`src/rtl/pseq_pkg.sv`:
```
package pseq_pkg;
  localparam logic [3:0] CMD_RD   = 4'd0;
  localparam logic [3:0] CMD_WR   = 4'd1;
  localparam logic [3:0] CMD_POLL = 4'd2;
  localparam logic [3:0] CMD_DLY  = 4'd3;
  localparam logic [3:0] CMD_END  = 4'd4;

  typedef struct packed {
    logic [15:0] offset;
    logic [7:0]  cut_msk;
    logic [3:0]  fab_msk;
    logic [3:0]  intf_msk;
    logic [3:0]  base;
    logic [3:0]  cmd;
    logic [7:0]  msk;
    logic [7:0]  val;
  } entry_t;

  localparam int ENTRY_W = $bits(entry_t);

  typedef enum logic [2:0] {
    S_IDLE, S_FETCH, S_REQ, S_RESP, S_WR, S_DLY
  } state_e;
endpackage

```
`src/rtl/pseq_cond.sv`:
```
module pseq_cond (
  input  logic [7:0] cut_msk_i,
  input  logic [3:0] fab_msk_i,
  input  logic [3:0] intf_msk_i,
  input  logic [2:0] cut_i,
  input  logic [1:0] fab_i,
  input  logic [1:0] intf_i,
  output logic       hit_o
);
  assign hit_o = cut_msk_i[cut_i] & fab_msk_i[fab_i] & intf_msk_i[intf_i];
endmodule

```
`src/rtl/pseq_delay.sv`:
```
module pseq_delay #(
  parameter int CYC_PER_US = 100,
  parameter int US_PER_MS  = 1000
) (
  input  logic        clk_i,
  input  logic        rst_ni,
  input  logic        load_i,
  input  logic [15:0] cnt_i,
  input  logic        ms_i,
  output logic        expire_o
);
  localparam int PRE_W = $clog2(CYC_PER_US + 1);
  localparam int SUB_W = $clog2(US_PER_MS + 1);

  logic [PRE_W-1:0] pre_q;
  logic [SUB_W-1:0] sub_q;
  logic [15:0]      rem_q;
  logic             ms_q;

  always_ff @(posedge clk_i or negedge rst_ni) begin
    if (!rst_ni) begin
      pre_q <= '0;
      sub_q <= '0;
      rem_q <= '0;
      ms_q  <= 1'b0;
    end else if (load_i) begin
      pre_q <= '0;
      sub_q <= '0;
      rem_q <= cnt_i;
      ms_q  <= ms_i;
    end else if (rem_q != '0) begin
      if (pre_q == PRE_W'(CYC_PER_US - 1)) begin
        pre_q <= '0;
        if (!ms_q) begin
          rem_q <= rem_q - 16'd1;
        end else if (sub_q == SUB_W'(US_PER_MS - 1)) begin
          sub_q <= '0;
          rem_q <= rem_q - 16'd1;
        end else begin
          sub_q <= sub_q + 1'b1;
        end
      end else begin
        pre_q <= pre_q + 1'b1;
      end
    end
  end

  assign expire_o = (rem_q == '0);
endmodule

```
`src/rtl/pseq_engine.sv`:
```
module pseq_engine
  import pseq_pkg::*;
#(
  parameter int IDX_W      = 5,
  parameter int CYC_PER_US = 100,
  parameter int US_PER_MS  = 1000,
  parameter int POLL_TRIES = 1000
) (
  input  logic               clk_i,
  input  logic               rst_ni,
  input  logic               start_i,
  input  logic [2:0]         cut_i,
  input  logic [1:0]         fab_i,
  input  logic [1:0]         intf_i,
  output logic [IDX_W-1:0]   tbl_addr_o,
  input  logic [ENTRY_W-1:0] tbl_entry_i,
  output logic               bus_rd_o,
  output logic               bus_wr_o,
  output logic [3:0]         bus_base_o,
  output logic [15:0]        bus_addr_o,
  output logic [7:0]         bus_wdata_o,
  input  logic [7:0]         bus_rdata_i,
  output logic [7:0]         rd_stat_o,
  output logic               busy_o,
  output logic               done_o,
  output logic               err_o
);
  localparam int TRY_W = $clog2(POLL_TRIES + 1);

  state_e           state_q;
  logic [IDX_W-1:0] idx_q;
  logic [3:0]       cmd_q, base_q;
  logic [15:0]      off_q;
  logic [7:0]       msk_q, val_q, wdat_q, stat_q;
  logic [TRY_W-1:0] tries_q;
  logic             done_q, err_q;

  entry_t ent;
  logic   hit, dly_load, dly_exp, poll_ok;

  assign ent = entry_t'(tbl_entry_i);

  pseq_cond u_cond (
    .cut_msk_i (ent.cut_msk),
    .fab_msk_i (ent.fab_msk),
    .intf_msk_i(ent.intf_msk),
    .cut_i     (cut_i),
    .fab_i     (fab_i),
    .intf_i    (intf_i),
    .hit_o     (hit)
  );

  assign dly_load = (state_q == S_FETCH) && hit && (ent.cmd == CMD_DLY);

  pseq_delay #(
    .CYC_PER_US(CYC_PER_US),
    .US_PER_MS (US_PER_MS)
  ) u_delay (
    .clk_i   (clk_i),
    .rst_ni  (rst_ni),
    .load_i  (dly_load),
    .cnt_i   (ent.offset),
    .ms_i    (ent.val[0]),
    .expire_o(dly_exp)
  );

  assign poll_ok = ((bus_rdata_i ^ val_q) & msk_q) == 8'h00;

  always_ff @(posedge clk_i or negedge rst_ni) begin
    if (!rst_ni) begin
      state_q <= S_IDLE;
      idx_q   <= '0;
      cmd_q   <= '0;
      base_q  <= '0;
      off_q   <= '0;
      msk_q   <= '0;
      val_q   <= '0;
      wdat_q  <= '0;
      stat_q  <= '0;
      tries_q <= '0;
      done_q  <= 1'b0;
      err_q   <= 1'b0;
    end else begin
      done_q <= 1'b0;
      unique case (state_q)
        S_IDLE: begin
          if (start_i) begin
            idx_q   <= '0;
            err_q   <= 1'b0;
            state_q <= S_FETCH;
          end
        end
        S_FETCH: begin
          cmd_q  <= ent.cmd;
          base_q <= ent.base;
          off_q  <= ent.offset;
          msk_q  <= ent.msk;
          val_q  <= ent.val;
          if (ent.cmd == CMD_END) begin
            // end is honoured whatever its masks
            done_q  <= 1'b1;
            state_q <= S_IDLE;
          end else if (!hit || ent.cmd > CMD_END) begin
            idx_q <= idx_q + 1'b1;
          end else if (ent.cmd == CMD_DLY) begin
            state_q <= S_DLY;
          end else begin
            tries_q <= '0;
            state_q <= S_REQ;
          end
        end
        S_REQ: state_q <= S_RESP;
        S_RESP: begin
          if (cmd_q == CMD_RD) begin
            stat_q  <= bus_rdata_i & msk_q;
            idx_q   <= idx_q + 1'b1;
            state_q <= S_FETCH;
          end else if (cmd_q == CMD_WR) begin
            wdat_q  <= (bus_rdata_i & ~msk_q) | (val_q & msk_q);
            state_q <= S_WR;
          end else if (poll_ok) begin
            idx_q   <= idx_q + 1'b1;
            state_q <= S_FETCH;
          end else if (tries_q == TRY_W'(POLL_TRIES - 1)) begin
            err_q   <= 1'b1;
            state_q <= S_IDLE;
          end else begin
            tries_q <= tries_q + 1'b1;
            state_q <= S_REQ;
          end
        end
        S_WR: begin
          idx_q   <= idx_q + 1'b1;
          state_q <= S_FETCH;
        end
        S_DLY: begin
          if (dly_exp) begin
            idx_q   <= idx_q + 1'b1;
            state_q <= S_FETCH;
          end
        end
        default: state_q <= S_IDLE;
      endcase
    end
  end

  assign tbl_addr_o  = idx_q;
  assign bus_rd_o    = (state_q == S_REQ);
  assign bus_wr_o    = (state_q == S_WR);
  assign bus_base_o  = base_q;
  assign bus_addr_o  = off_q;
  assign bus_wdata_o = wdat_q;
  assign rd_stat_o   = stat_q;
  assign busy_o      = (state_q != S_IDLE);
  assign done_o      = done_q;
  assign err_o       = err_q;
endmodule

```
`config.mk`:
```
export PLATFORM = sky130hd
export DESIGN_NAME = pseq_engine
export DESIGN_NICKNAME = d
export VERILOG_FILES = /design/src/rtl/pseq_pkg.sv /design/src/rtl/pseq_cond.sv /design/src/rtl/pseq_delay.sv /design/src/rtl/pseq_engine.sv
export SDC_FILE = /design/constraint.sdc
export NUM_CORES = 1
export LEC_CHECK = 0
export BUFFER_PORTS_ARGS = -buffer_cell sky130_fd_sc_hd__buf_4
export CAP_MARGIN = 20
export CORE_ASPECT_RATIO = 0.6
export CORE_UTILIZATION = 44
export CTS_BUF_LIST = sky130_fd_sc_hd__clkbuf_8
export CTS_CLUSTER_DIAMETER = 120
export DETAILED_ROUTE_END_ITERATION = 8
export PLACE_DENSITY = 0.67
export SLEW_MARGIN = 10
export SYNTH_ARGS = -nofsm -noshare
export SYNTH_HDL_FRONTEND = slang
export SYNTH_SLANG_ARGS = --single-unit
```
`constraint.sdc`:
```
create_clock -name clk_i -period 3.09 [get_ports clk_i]
set_input_delay 0.1545 -clock clk_i [delete_from_list [all_inputs] [get_ports clk_i]]
set_output_delay 0.1545 -clock clk_i [all_outputs]
set_load 0.005 [all_outputs]
```
==> results of run 1 <==
[routing by layer]
layer,track usage (%),up-vias,wire [um]
met5,0,-,0
met4,5.15,0,117
met3,5.97,11,907
met2,35.3,149,6320
met1,31.6,2327,7070
li1,-,2410,-
[what timing repair did]
item	in CTS	in global routing
hold endpoints to repair	117	0
hold buffers	40	0
setup buffers	0	0
[per-stage QoR]
stage / hold slack, ns / power [uW] / setup slack [ns] / instance area, um^2 / util [%]
6_report: 0.0377 / 2700 / 0.553 / 7250 / 59.4
5_1_grt: 0.0196 / 2810 / 0.343 / 7250 / 59.4
4_1_cts: 0.0236 / 2720 / 0.551 / 7250 / 59.4
3_5_place_dp: 0.343 / 1770 / 0.547 / 6650 / 54.4
3_3_place_gp: 0.337 / 1760 / 0.670 / 6650 / 54.4
2_1_floorplan: -0.141 / 1630 / 0.863 / 5610 / -
[cell families after synthesis]
family | synth area share [%]
compound gates | 12.5
xor+xnor | 3.75
fa+ha+maj | 1.34
buf+inv | 2.95
flops | 49.1
mux | 4.35
simple gates | 26.0
[state kept, by name (all words and copies together) (netlist names)]
register and count:
tbl_addr_o 5, bus_addr_o 16, u_delay.ms_q 1, done_o 1, rd_stat_o 8, state_q 3
msk_q 8, cmd_q 4, u_delay.pre_q 7, tries_q 10, u_delay.rem_q 16, val_q 8
err_o 1, bus_base_o 4, bus_wdata_o 8, u_delay.sub_q 10
[where the power goes]
group	total, uW	leakage (uW)	internal, uW	switching [uW]
clock	922	0.000112	422	500
sequential	1530	0.00112	1480	48.5
combinational	248	0.00202	141	107
[layout make-up]
| type | count | area [um^2] | share of cell area (%) |
|---|---|---|---|
| clock inverter | 5 | 56.3 | 0.776 |
| tap | 165 | 206 | 2.85 |
| multi-input combinational | 465 | 2700 | 37.2 |
| inverter | 9 | 33.8 | 0.466 |
| clock buffer | 11 | 151 | 2.09 |
| sequential | 110 | 2750 | 37.9 |
| timing repair buffer | 166 | 1360 | 18.7 |
[cells in the mapped netlist (2+ instances only)]
master	n	area, um^2
sky130_fd_sc_hd__nand2_1	182	683
sky130_fd_sc_hd__dfrtp_1	110	2750
sky130_fd_sc_hd__o21ai_0	55	275
sky130_fd_sc_hd__nor2_1	22	82.6
sky130_fd_sc_hd__clkbuf_1	18	67.6
sky130_fd_sc_hd__nand3_1	16	80.1
sky130_fd_sc_hd__xor2_1	16	140
sky130_fd_sc_hd__nor3_1	15	75.1
sky130_fd_sc_hd__mux2i_1	12	120
sky130_fd_sc_hd__a21oi_1	10	50.1
sky130_fd_sc_hd__or3_1	10	62.6
sky130_fd_sc_hd__inv_1	9	33.8
sky130_fd_sc_hd__nor4_1	9	56.3
sky130_fd_sc_hd__nor2b_1	8	50.1
sky130_fd_sc_hd__xnor2_1	8	70.1
sky130_fd_sc_hd__and3_1	7	43.8
sky130_fd_sc_hd__ha_1	6	75.1
sky130_fd_sc_hd__nand2b_1	6	37.5
sky130_fd_sc_hd__o31ai_1	6	45.0
sky130_fd_sc_hd__a22oi_1	5	37.5
sky130_fd_sc_hd__mux2_2	5	56.3
sky130_fd_sc_hd__nand3b_1	5	37.5
sky130_fd_sc_hd__and2_1	4	25.0
sky130_fd_sc_hd__o22a_1	4	35.0
sky130_fd_sc_hd__a211o_1	3	26.3
sky130_fd_sc_hd__a31oi_1	3	18.8
sky130_fd_sc_hd__buf_2	3	15.0
sky130_fd_sc_hd__buf_6	3	33.8
sky130_fd_sc_hd__mux4_2	3	67.6
sky130_fd_sc_hd__nand4_1	3	18.8
sky130_fd_sc_hd__nor3b_1	3	22.5
sky130_fd_sc_hd__o21ai_1	3	15.0
sky130_fd_sc_hd__o41ai_1	3	26.3
sky130_fd_sc_hd__buf_4	2	15.0
sky130_fd_sc_hd__nor4_4	2	42.5
sky130_fd_sc_hd__o21bai_1	2	15.0
sky130_fd_sc_hd__o41ai_2	2	32.5
sky130_fd_sc_hd__or3b_1	2	17.5
sky130_fd_sc_hd__or4_1	2	15.0
[path summary, 6_finish.rpt]
path,start,endpoint
setup / recovery,u_delay.rem_q[0]$_DFFE_PN0P_,tbl_addr_o[0]$_DFFE_PN0P_
hold / removal,bus_rdata_i[6],rd_stat_o[6]$_DFFE_PN0P_
setup reg to reg,u_delay.rem_q[0]$_DFFE_PN0P_,tbl_addr_o[0]$_DFFE_PN0P_
hold reg to reg,cmd_q[2]$_DFFE_PN0P_,cmd_q[2]$_DFFE_PN0P_
max in group asynchronous,rst_ni,msk_q[0]$_DFFE_PN0P_
min in group asynchronous,rst_ni,bus_addr_o[10]$_DFFE_PN0P_
[worst register-to-register path: stages, from the launching register on]
cell and delay (ns):
sky130_fd_sc_hd__dfrtp_1 0.39, sky130_fd_sc_hd__inv_1 0.12, sky130_fd_sc_hd__ha_1 0.16, sky130_fd_sc_hd__nor4b_1 0.39, sky130_fd_sc_hd__nand4_2 0.33, sky130_fd_sc_hd__and3_4 0.31
sky130_fd_sc_hd__a211o_4 0.30, sky130_fd_sc_hd__or2_4 0.27, sky130_fd_sc_hd__a21o_1 0.19
==> results.txt, run 1 <==
----------------------------------------------------
[Global route]
  Initial antenna violation count ... 0
  Global router's overall resource usage ... 22.6%
  Wire length of the first global-routing pass ... 23,000 um
  Vias in the first global route ... 4,624
  Overflow left after global routing ... 0
  Pin count of the biggest net entering global routing ... 69

[Final layout]
  Antenna diode count ... 0
  Most common cell after layout, fill and taps aside ... sky130_fd_sc_hd__nand2_1
  Count of filler cells inserted in the layout ... 1,089
  Fraction of final layout cells sized beyond drive strength 1 ... 21.5%
  Commonest cells after routing, fill and taps aside ... sky130_fd_sc_hd__nand2_1 (181), sky130_fd_sc_hd__buf_4 (125), sky130_fd_sc_hd__dfrtp_1 (110), sky130_fd_sc_hd__o21ai_0 (55), sky130_fd_sc_hd__dlygate4sd3_1 (40)
  Layout-stage area growth over the synthesis result ... 29.4%
  Total Nets Final ... 841
  Post-layout instance count excluding filler cells ... 931

[Clock network]
  Clock sinks ... 110
  Clock root buffer ... sky130_fd_sc_hd__clkbuf_8
  Number of buffers created by CTS ... 9
  Clock tree from TritonCTS ... yes
  Number of H-tree levels ... 3
  CTS resizes ... 0
  Register clock-pin slew on the reported worst setup and hold paths ... 0.11 ns
  Longest Clk Path Bufs ... 2
  Insertion delay of the later-clocked pin in the worst-skew pair ... 0.38 ns

[Critical path]
  Arrival time of data at the critical path endpoint ... 2.81 ns
  CP endpoint kind ... flip-flop
  Chain of cells forming the critical path ... inv_1 -> ha_1 -> nor4b_1 -> nand4_2 -> and3_4 -> a211o_4 -> or2_4 -> a21o_1
  Flop-to-flop setup slack ... 0.55 ns
  Critical path launch point type ... flip-flop
  Cell with the biggest individual delay on the critical path ... sky130_fd_sc_hd__dfrtp_1
  Worst stage delay on the critical path ... 0.39 ns
  Worst path top cell family by delay ... simple AND/OR/NAND/NOR gates
  Cell depth of the worst flop-to-flop path ... 8
  Instance count on the critical path ... 8
  Required arrival time at the worst endpoint ... 3.36 ns
  Crit path kind ... reg -> reg
  Maximum fanout along the worst path ... 11
  Sum of buffers and inverters on the critical path ... 1

[Route]
  Number of iterations in the first detailed-routing pass ... 5
  Via count ... 4,897
  # DRC ... 0
  Routed Antenna Nets ... 0
  Via-per-instance ratio ... 5.26
  Wire length per cell ... 15.5 um
  Total detailed-routing wirelength ... 14,400 um
  Initial drt markers ... 254

[Logic synthesis]
  Synth Area per Inst ... 9.19 um^2
  Number of synthesized flops with an enable pin ... 0
  Count of state elements after synthesis ... 110
  Number of unique standard cell types used by synthesis ... 62
  Synthesis warning total ... 0
  Number of cells produced by synthesis ... 610
  Post-synth net total ... 690
  Flip-flop cell with the highest count after synthesis ... sky130_fd_sc_hd__dfrtp_1
  Proportion of synthesized flip-flops having asynchronous set or reset ... 100%
  Sequential share of the synthesized area ... 49.1%
  Synthesized area ... 5610 um^2

[Floorplanning]
  Chip Width ... 148 um
  Number of placed I/O pins ... 120
  Die Outline Area ... 13,200 um^2
  Die H ... 89.4 um
  Core ar. ... 12,200 um^2
  Initial core utilization ... 45.9%
  Floorplan row count ... 31

[Place]
  Number of buffers added on ports ... 119
  Half-perimeter wire length of the detailed placement result ... 10,200 um
  Number of placed instances with taps included ... 875
  Routability congestion estimate from global placement ... 0.834

[Worst hold path]
  Number of cells traversed by the worst hold path ... 3
  Class of the tightest hold or removal check ... in -> reg

[Timing]
  Fmax ... 394 MHz
  Final setup violation count ... 0
  Final clock skew ... 0.0137 ns
  Fin crit share ... 82.1%
  Slew Viols, Final ... 0
  Setup TNS ... 0 ns
  Worst-case headroom to the max-slew limit ... 40.3%
  Setup repair after global routing missed its margin ... no
  Number of endpoints with negative hold slack in the final report ... 0
  Slew at the pin closest to its max-slew limit ... 0.895 ns
  Clock period minus final worst setup slack ... 2.54 ns

[Power]
  Maximum resistive drop on vdd ... 0.000274 V
  Pwr/cell area ... 372 nW/um^2
  Leakage dissipation ... 0.00325 uW

[Run status]
  Result of the run ... complete, no violations

[Job]
  Max-cap violations ... 0

----------------------------------------------------
Note: power is estimated with default switching activity, not from simulation.
==> run 2, diff against run 1 <==
--- a/config.mk
+++ b/config.mk
@@ -12,7 +12,7 @@
 export CTS_BUF_LIST = sky130_fd_sc_hd__clkbuf_8
 export CTS_CLUSTER_DIAMETER = 120
 export DETAILED_ROUTE_END_ITERATION = 8
-export PLACE_DENSITY = 0.67
+export PLACE_DENSITY = 0.69
 export SLEW_MARGIN = 10
 export SYNTH_ARGS = -nofsm -noshare
 export SYNTH_HDL_FRONTEND = slang
==> constraint.sdc (replaced) <==
create_clock -name clk_i -period 2.13 [get_ports clk_i]
set_input_delay 0.1065 -clock clk_i [delete_from_list [all_inputs] [get_ports clk_i]]
set_output_delay 0.1065 -clock clk_i [all_outputs]
set_load 0.005 [all_outputs]
==> results.txt, run 2 (same netlist as run 1, synthesis figures left out) <==
----------------------------------------------------
[Run status]
  Result of the run ... complete, no violations (unchanged)

[Route]
  # DRC ... 0 (unchanged)
  Via count ... 5,318 (was 4,897)
  Via-per-instance ratio ... 5.36 (was 5.26)
  Wire length per cell ... 16.4 um (was 15.5 um)
  Total detailed-routing wirelength ... 16,200 um (was 14,400 um)
  Number of iterations in the first detailed-routing pass ... 4 (was 5)
  Initial drt markers ... 342 (was 254)
  Routed Antenna Nets ... 0 (unchanged)

[Floorplanning]
  Chip Width ... 148 um (unchanged)
  Die H ... 89.4 um (unchanged)
  Core ar. ... 12,200 um^2 (unchanged)
  Floorplan row count ... 31 (unchanged)
  Number of placed I/O pins ... 120 (unchanged)
  Die Outline Area ... 13,200 um^2 (unchanged)
  Initial core utilization ... 45.9% (unchanged)

[Final layout]
  Commonest cells after routing, fill and taps aside ... sky130_fd_sc_hd__nand2_1 (181), sky130_fd_sc_hd__buf_4 (172), sky130_fd_sc_hd__dfrtp_1 (110), sky130_fd_sc_hd__o21ai_0 (52), sky130_fd_sc_hd__dlygate4sd3_1 (48) (was sky130_fd_sc_hd__nand2_1 (181), sky130_fd_sc_hd__buf_4 (125), sky130_fd_sc_hd__dfrtp_1 (110), sky130_fd_sc_hd__o21ai_0 (55), sky130_fd_sc_hd__dlygate4sd3_1 (40))
  Layout-stage area growth over the synthesis result ... 41.3% (was 29.4%)
  Antenna diode count ... 0 (unchanged)
  Fraction of final layout cells sized beyond drive strength 1 ... 28.9% (was 21.5%)
  Core utilization of the finished layout ... 64.8% (was 59.4%)
  Most common cell after layout, fill and taps aside ... sky130_fd_sc_hd__nand2_1 (unchanged)
  Count of filler cells inserted in the layout ... 995 (was 1,089)
  Total Nets Final ... 903 (was 841)

[Place]
  Routability congestion estimate from global placement ... 0.875 (was 0.834)
  Half-perimeter wire length of the detailed placement result ... 11,300 um (was 10,200 um)
  Number of buffers added on ports ... 119 (unchanged)

[Timing]
  Clock period minus final worst setup slack ... 2.13 ns (was 2.54 ns)
  Final clock skew ... 0.0268 ns (was 0.0137 ns)
  Fin crit share ... 99.9% (was 82.1%)
  Setup TNS ... 0 ns (unchanged)
  Setup repair after global routing missed its margin ... yes (was no)
  Fmax ... 470 MHz (was 394 MHz)
  Final setup violation count ... 0 (unchanged)
  Slew at the pin closest to its max-slew limit ... 0.719 ns (was 0.895 ns)
  Worst-case headroom to the max-slew limit ... 52.1% (was 40.3%)
  Number of endpoints with negative hold slack in the final report ... 0 (unchanged)
  Slew Viols, Final ... 0 (unchanged)
  Worst Hold Margin ... 0.131 ns (was 0.0377 ns)

[Clock network]
  Longest Clk Path Bufs ... 2 (unchanged)
  Number of H-tree levels ... 3 (unchanged)
  Clock root buffer ... sky130_fd_sc_hd__clkbuf_8 (unchanged)
  Register clock-pin slew on the reported worst setup and hold paths ... 0.11 ns (about the same)
  Insertion delay of the later-clocked pin in the worst-skew pair ... 0.40 ns (was 0.38 ns)
  Clock tree from TritonCTS ... yes (unchanged)
  Clock sinks ... 110 (unchanged)
  Number of buffers created by CTS ... 9 (unchanged)

[Power]
  Internal cell power ... 2870 uW (was 2040 uW)
  Pwr/cell area ... 500 nW/um^2 (was 372 nW/um^2)
  Switching share of total power ... 27.5% (was 24.3%)
  Leakage dissipation ... 0.00361 uW (was 0.00325 uW)
  Combinational power share ... 11.0% (was 9.2%)
  Switching power total ... 1090 uW (was 655 uW)
  Fraction of power consumed by sequential logic ... 56.1% (was 56.7%)
  Maximum resistive drop on vdd ... 0.000295 V (was 0.000274 V)
  Clock Power Share ... 32.9% (was 34.1%)

[Critical path]
  Crit path kind ... reg -> reg (unchanged)
  Chain of cells forming the critical path ... or3_4 -> or4_1 -> or3_1 -> xnor2_1 -> mux2_2 (was inv_1 -> ha_1 -> nor4b_1 -> nand4_2 -> and3_4 -> a211o_4 -> or2_4 -> a21o_1)
  CP endpoint kind ... flip-flop (unchanged)
  Worst stage delay on the critical path ... 0.42 ns (was 0.39 ns)
  Maximum fanout along the worst path ... 3 (was 11)
  Arrival time of data at the critical path endpoint ... 2.42 ns (was 2.81 ns)
  Flop-to-flop setup slack ... 0.002 ns (was 0.55 ns)
  Cell with the biggest individual delay on the critical path ... sky130_fd_sc_hd__dfrtp_1 (unchanged)
  Required arrival time at the worst endpoint ... 2.42 ns (was 3.36 ns)
  Critical path launch point type ... flip-flop (unchanged)

[Job]
  Max-cap violations ... 0 (unchanged)

[Worst hold path]
  Class of the tightest hold or removal check ... in -> reg (unchanged)

[Global route]
  Wire length of the first global-routing pass ... 25,400 um (was 23,000 um)
  Initial antenna violation count ... 0 (unchanged)
  Overflow left after global routing ... 0 (unchanged)
  Global router's overall resource usage ... 25.0% (was 22.6%)
  Vias in the first global route ... 5,137 (was 4,624)
  Pin count of the biggest net entering global routing ... 54 (was 69)

----------------------------------------------------
==> run 2: path summary, 6_finish.rpt <==
check,from,endpoint,depth (start not counted)
setup / recovery,u_delay.rem_q[6]$_DFFE_PN0P_,u_delay.rem_q[12]$_DFFE_PN0P_,5
max in group asynchronous,rst_ni,u_delay.sub_q[2]$_DFFE_PN0P_,3
hold / removal,tbl_entry_i[18],cmd_q[2]$_DFFE_PN0P_,4
hold reg to reg,cmd_q[2]$_DFFE_PN0P_,cmd_q[2]$_DFFE_PN0P_,2
min in group asynchronous,rst_ni,tbl_addr_o[4]$_DFFE_PN0P_,2
setup reg to reg,u_delay.rem_q[6]$_DFFE_PN0P_,u_delay.rem_q[12]$_DFFE_PN0P_,5
==> run 2: routing by layer <==
layer / global-route usage [%] / wire [um] / up-vias
li1: - / - / 2534
met4: 6.37 / 175 / 0
met5: 0 / 0 / -
met3: 4.29 / 936 / 17
met1: 35.7 / 7950 / 2586
met2: 39.8 / 7180 / 181
==> run 2: area by class of cell <==
| type | count | area (um^2) | share of cell area [%] |
|---|---|---|---|
| clock buffers | 9 | 124 | 1.56 |
| clock inverters | 7 | 85.1 | 1.07 |
| inverters | 9 | 33.8 | 0.427 |
| multi-input cells | 465 | 2830 | 35.8 |
| flip-flops and latches | 110 | 2750 | 34.8 |
| well taps | 165 | 206 | 2.61 |
| repair buffers | 228 | 1890 | 23.8 |
==> run 2: per-stage QoR <==
step           setup WS, ns  std cells  area (um^2)  power (uW)
2_1_floorplan      -0.00197        610         5630        2360
3_3_place_gp        0.00378        913         6950        2590
3_5_place_dp        -0.0600        913         6950        2600
4_1_cts             0.00427        982         7720        3970
5_1_grt             -0.0924        993         7920        4100
6_report            0.00223        993         7920        3960
==> run 2: repair_timing <==
item	CTS	global route
gates resized for setup	6	31
setup endpoints to repair	9	38
cloned	0	0
pin swaps	2	9
endpoints found under the hold margin	116	0
hold buffers	50	0
buffers inserted	3	11
==> run 2: worst max-delay path: cells and delay by family, from the launching register on <==
kind,cells,cell delay [ns]
AND/OR/NAND/NOR,3,1.23
XOR/XNOR,1,0.13
multiplexers,1,0.25
flip-flops,1,0.42
==> run 2: power groups by stage <==
stage	sequential [uW]	clock, uW	combinational, uW
finish	2220	1300	437
detailed placement	2250	0	355
global placement	2240	0	343
global route	2230	1390	480
floorplan	2240	0	116
CTS	2210	1330	431
==> run 3, diff against run 2 <==
--- a/config.mk
+++ b/config.mk
@@ -5,14 +5,17 @@
 export SDC_FILE = /design/constraint.sdc
 export NUM_CORES = 1
 export LEC_CHECK = 0
+export ABC_AREA = 1
 export BUFFER_PORTS_ARGS = -buffer_cell sky130_fd_sc_hd__buf_4
-export CAP_MARGIN = 20
+export CAP_MARGIN = 25
+export CELL_PAD_IN_SITES_DETAIL_PLACEMENT = 1
+export CELL_PAD_IN_SITES_GLOBAL_PLACEMENT = 2
 export CORE_ASPECT_RATIO = 0.6
-export CORE_UTILIZATION = 44
+export CORE_UTILIZATION = 29
 export CTS_BUF_LIST = sky130_fd_sc_hd__clkbuf_8
 export CTS_CLUSTER_DIAMETER = 120
 export DETAILED_ROUTE_END_ITERATION = 8
-export PLACE_DENSITY = 0.69
+export PLACE_DENSITY = 0.78
 export SLEW_MARGIN = 10
 export SYNTH_ARGS = -nofsm -noshare
 export SYNTH_HDL_FRONTEND = slang
==> results.txt, run 3 <==
----------------------------------------------------
[Final layout]
  Antenna diode count ... 0 (unchanged)
  Area of the multi-input gates ... 3020 um^2 (was 2830 um^2)
  Count of filler cells inserted in the layout ... 2,675 (was 995)
  Core utilization of the finished layout ... 39.4% (was 64.8%)
  Most common cell after layout, fill and taps aside ... sky130_fd_sc_hd__nand2_1 (unchanged)
  Total Nets Final ... 1,137 (was 903)
  Finished Cell Area ... 8330 um^2 (was 7920 um^2)
  Total area of sequential cells ... 2750 um^2 (unchanged)
  Commonest cells after routing, fill and taps aside ... sky130_fd_sc_hd__nand2_1 (336), sky130_fd_sc_hd__buf_4 (145), sky130_fd_sc_hd__dfrtp_1 (110), sky130_fd_sc_hd__inv_1 (103), sky130_fd_sc_hd__nor2_1 (67) (was sky130_fd_sc_hd__nand2_1 (181), sky130_fd_sc_hd__buf_4 (172), sky130_fd_sc_hd__dfrtp_1 (110), sky130_fd_sc_hd__o21ai_0 (52), sky130_fd_sc_hd__dlygate4sd3_1 (48))
  Layout-stage area growth over the synthesis result ... 32.1% (was 41.3%)
  Fraction of final layout cells sized beyond drive strength 1 ... 18.0% (was 28.9%)

[Route]
  Post-route met1 wirelength ... 11,100 um (was 7950 um)
  Number of iterations in the first detailed-routing pass ... 4 (unchanged)
  # DRC ... 0 (unchanged)
  Wire length per cell ... 15.1 um (was 16.4 um)
  Met2 Routed Length ... 7980 um (was 7180 um)
  Initial drt markers ... 278 (was 342)
  Routed Antenna Nets ... 0 (unchanged)
  Routed wl met3 ... 1040 um (was 936 um)
  Uppermost layer routed ... met4 (unchanged)
  Via count ... 6,120 (was 5,318)
  Total detailed-routing wirelength ... 20,200 um (was 16,200 um)
  Via-per-instance ratio ... 4.56 (was 5.36)

[Clock network]
  Insertion delay of the later-clocked pin in the worst-skew pair ... 0.42 ns (was 0.40 ns)
  Clock tree from TritonCTS ... yes (unchanged)
  Register clock-pin slew on the reported worst setup and hold paths ... 0.13 ns (was 0.11 ns)
  Longest Clk Path Bufs ... 2 (unchanged)
  Clock root buffer ... sky130_fd_sc_hd__clkbuf_8 (unchanged)
  Clock sinks ... 110 (unchanged)
  Number of buffers created by CTS ... 9 (unchanged)
  Number of H-tree levels ... 3 (unchanged)

[Floorplanning]
  Number of placed I/O pins ... 120 (unchanged)
  Core ar. ... 21,100 um^2 (was 12,200 um^2)
  Die H ... 116 um (was 89.4 um)
  Initial core utilization ... 29.8% (was 45.9%)
  Chip Width ... 192 um (was 148 um)
  Die Outline Area ... 22,300 um^2 (was 13,200 um^2)
  Floorplan row count ... 41 (was 31)

[Timing]
  Final setup violation count ... 0 (unchanged)
  Number of endpoints with negative hold slack in the final report ... 0 (unchanged)
  Final clock skew ... 0.0236 ns (was 0.0268 ns)
  Clock period minus final worst setup slack ... 1.97 ns (was 2.13 ns)
  Fin crit share ... 92.4% (was 99.9%)
  Slew Viols, Final ... 0 (unchanged)
  Setup TNS ... 0 ns (unchanged)
  Worst-case headroom to the max-slew limit ... 66.5% (was 52.1%)
  Fmax ... 508 MHz (was 470 MHz)
  Slew at the pin closest to its max-slew limit ... 0.503 ns (was 0.719 ns)

[Logic synthesis]
  Synth Area per Inst ... 7.23 um^2 (was 9.19 um^2)
  Cells taking the most area after synthesis ... sky130_fd_sc_hd__dfrtp_1 (44%), sky130_fd_sc_hd__nand2_1 (20%), sky130_fd_sc_hd__inv_1 (6.2%) (was sky130_fd_sc_hd__dfrtp_1 (49%), sky130_fd_sc_hd__nand2_1 (12%), sky130_fd_sc_hd__o21ai_0 (4.9%))
  Compound-cell area share of the yosys netlist ... 8.10% (was 12.5%)
  Sequential share of the synthesized area ... 43.7% (was 49.1%)
  Main combinational cell family by area after synthesis ... simple AND/OR/NAND/NOR gates (unchanged)
  Post-Synth Simple-Gate Area ... 34.9% (was 26.0%)
  Number of unique standard cell types used by synthesis ... 43 (was 62)
  Synthesis warning total ... 0 (unchanged)
  Area fraction of the dominant cell type after synthesis ... 43.7% (was 49.1%)
  Most used standard cells in the synthesized netlist ... sky130_fd_sc_hd__nand2_1 (336), sky130_fd_sc_hd__dfrtp_1 (110), sky130_fd_sc_hd__inv_1 (104), sky130_fd_sc_hd__nor2_1 (67), sky130_fd_sc_hd__o21ai_0 (48) (was sky130_fd_sc_hd__nand2_1 (182), sky130_fd_sc_hd__dfrtp_1 (110), sky130_fd_sc_hd__o21ai_0 (55), sky130_fd_sc_hd__nor2_1 (22), sky130_fd_sc_hd__clkbuf_1 (18))
  Flip-flop cell with the highest count after synthesis ... sky130_fd_sc_hd__dfrtp_1 (unchanged)
  Proportion of synthesized flip-flops having asynchronous set or reset ... 100% (unchanged)
  Adder-Cell Fraction of Synth Area ... 1.19% (was 1.34%)
  Synthesized area ... 6300 um^2 (was 5610 um^2)
  Mux contribution to synthesized area ... 0.159% (was 4.35%)
  Post-Synth XOR/XNOR Area ... 3.61% (was 3.75%)
  Number of synthesized flops with an enable pin ... 0 (unchanged)
  Number of cells produced by synthesis ... 872 (was 610)
  Yosys top cell by area ... sky130_fd_sc_hd__dfrtp_1 (unchanged)
  Post-synth net total ... 952 (was 690)
  Count of state elements after synthesis ... 110 (unchanged)
  Most common cell in the netlist ... sky130_fd_sc_hd__nand2_1 (unchanged)

[Critical path]
  Maximum fanout along the worst path ... 27 (was 3)
  Chain of cells forming the critical path ... inv_1 -> ha_1 -> inv_1 -> nor3_1 -> nand2_1 -> nor2_8 -> buf_12 -> o21ai_4 -> nand2_4 -> nand2_1 -> o21ai_1 (was or3_4 -> or4_1 -> or3_1 -> xnor2_1 -> mux2_2)
  R2R Path End ... u_delay.rem_q[8]$_DFFE_PN0P_ (was u_delay.rem_q[12]$_DFFE_PN0P_)
  Crit path kind ... reg -> reg (unchanged)
  Critical path capture point ... u_delay.rem_q[8]$_DFFE_PN0P_ (was u_delay.rem_q[12]$_DFFE_PN0P_)
  Sum of buffers and inverters on the critical path ... 3 (was 0)
  CP endpoint kind ... flip-flop (unchanged)
  Cell with the biggest individual delay on the critical path ... sky130_fd_sc_hd__dfrtp_1 (unchanged)
  Arrival time of data at the critical path endpoint ... 2.31 ns (was 2.42 ns)
  Startpoint of the lowest-slack register-to-register path ... u_delay.rem_q[0]$_DFFE_PN0P_ (was u_delay.rem_q[6]$_DFFE_PN0P_)
  Critical path launch point type ... flip-flop (unchanged)
  Instance count on the critical path ... 11 (was 5)
  Required arrival time at the worst endpoint ... 2.47 ns (was 2.42 ns)
  Worst setup path start ... u_delay.rem_q[0]$_DFFE_PN0P_ (was u_delay.rem_q[6]$_DFFE_PN0P_)
  Worst stage delay on the critical path ... 0.40 ns (was 0.42 ns)
  Cell depth of the worst flop-to-flop path ... 11 (was 5)
  Worst path top cell family by delay ... simple AND/OR/NAND/NOR gates (unchanged)
  Flop-to-flop setup slack ... 0.16 ns (was 0.002 ns)

[Global route]
  Pin count of the biggest net entering global routing ... 84 (was 54)
  Initial antenna violation count ... 0 (unchanged)
  Overflow left after global routing ... 0 (unchanged)
  Global router's overall resource usage ... 19.0% (was 25.0%)
  Vias in the first global route ... 6,064 (was 5,137)
  Wire length of the first global-routing pass ... 32,700 um (was 25,400 um)

[Power]
  Fraction of power consumed by sequential logic ... 54.5% (was 56.1%)
  Pwr/cell area ... 460 nW/um^2 (was 500 nW/um^2)
  Overall power consumption ... 3830 uW (was 3960 uW)
  Switching power total ... 1010 uW (was 1090 uW)
  Clock Power Share ... 36.6% (was 32.9%)
  Maximum resistive drop on vdd ... 0.000277 V (was 0.000295 V)
  Leakage dissipation ... 0.00439 uW (was 0.00361 uW)
  Combinational power share ... 8.9% (was 11.0%)
  Switching share of total power ... 26.3% (was 27.5%)
  Internal cell power ... 2820 uW (was 2870 uW)

[Job]
  Max-cap violations ... 0 (unchanged)

[Place]
  Placed inst area ... 7640 um^2 (was 6950 um^2)
  Number of buffers added on ports ... 119 (unchanged)
  Routability congestion estimate from global placement ... 0.818 (was 0.875)
  Half-perimeter wire length of the detailed placement result ... 15,100 um (was 11,300 um)

[Run status]
  Result of the run ... complete, no violations (unchanged)

[Worst hold path]
  Class of the tightest hold or removal check ... in -> reg (unchanged)

----------------------------------------------------
==> run 3: cell families (layout without fill, tap and decap cells) <==
logic type | count (synthesis) | after routing
compound gates | 91 | 91
xor+xnor | 26 | 26
fa+ha+maj | 6 | 6
buf+inv | 129 | 319
flops | 110 | 110
mux | 1 | 1
simple gates | 509 | 509
==> run 3: worst min-delay path, stage by stage <==
cell and delay, ns:
sky130_fd_sc_hd__buf_4 0.12, sky130_fd_sc_hd__inv_1 0.08, sky130_fd_sc_hd__o21ai_0 0.09
==> run 3: cell type report <==
cell class | instances | share of cell area (%)
clock buffers | 9 | 1.49
clock inverters | 7 | 0.931
inverters | 110 | 4.97
multi-input cells | 633 | 36.3
flip-flops and latches | 110 | 33.1
well taps | 279 | 4.19
repair buffers | 193 | 19.1
==> run 3: timing repair <==
action / 4_1_cts / 5_1_grt
hold buffers: 46 / 0
buffers inserted: 0 / 2
endpoints found under the hold margin: 156 / 0
setup endpoints to repair: 0 / 6
gates resized for setup: 0 / 0
==> run 3: stage by stage <==
stage / instances / hold slack [ns] / setup WS (ns)
floorplan: 872 / -0.189 / 0.428
global route: 1341 / 0.0310 / -0.00690
global placement: 1277 / 0.168 / 0.204
detailed placement: 1277 / 0.173 / 0.149
CTS: 1339 / 0.00424 / 0.0923
finish: 1341 / 0.0212 / 0.161
==> run 3: worst min-delay path by stage <==
stage | start | end | cells after the start
2_1_floorplan | rst_ni | bus_addr_o[0]$_DFFE_PN0P_ | 0
3_3_place_gp | rst_ni | bus_addr_o[10]$_DFFE_PN0P_ | 2
3_5_place_dp | rst_ni | bus_addr_o[7]$_DFFE_PN0P_ | 2
4_1_cts | tbl_entry_i[18] | cmd_q[2]$_DFFE_PN0P_ | 3
5_1_grt | tbl_entry_i[52] | bus_addr_o[12]$_DFFE_PN0P_ | 3
6_report | tbl_entry_i[18] | cmd_q[2]$_DFFE_PN0P_ | 3
==> run 3: power groups by stage <==
| stage | clock network, uW | logic (uW) | registers (uW) |
|---|---|---|---|
| finish | 1400 | 343 | 2090 |
| global route | 1540 | 381 | 2090 |
| CTS | 1470 | 347 | 2090 |
| detailed placement | 0 | 277 | 2130 |
| global placement | 0 | 275 | 2130 |
| floorplan | 0 | 70.5 | 2130 |
==> run 3: layer usage <==
metal  vias up  GRT usage [%]
met1      2874           29.7
met5         -              0
met2       122           26.1
met3        10           4.42
met4         0           3.78
li1       3114              -
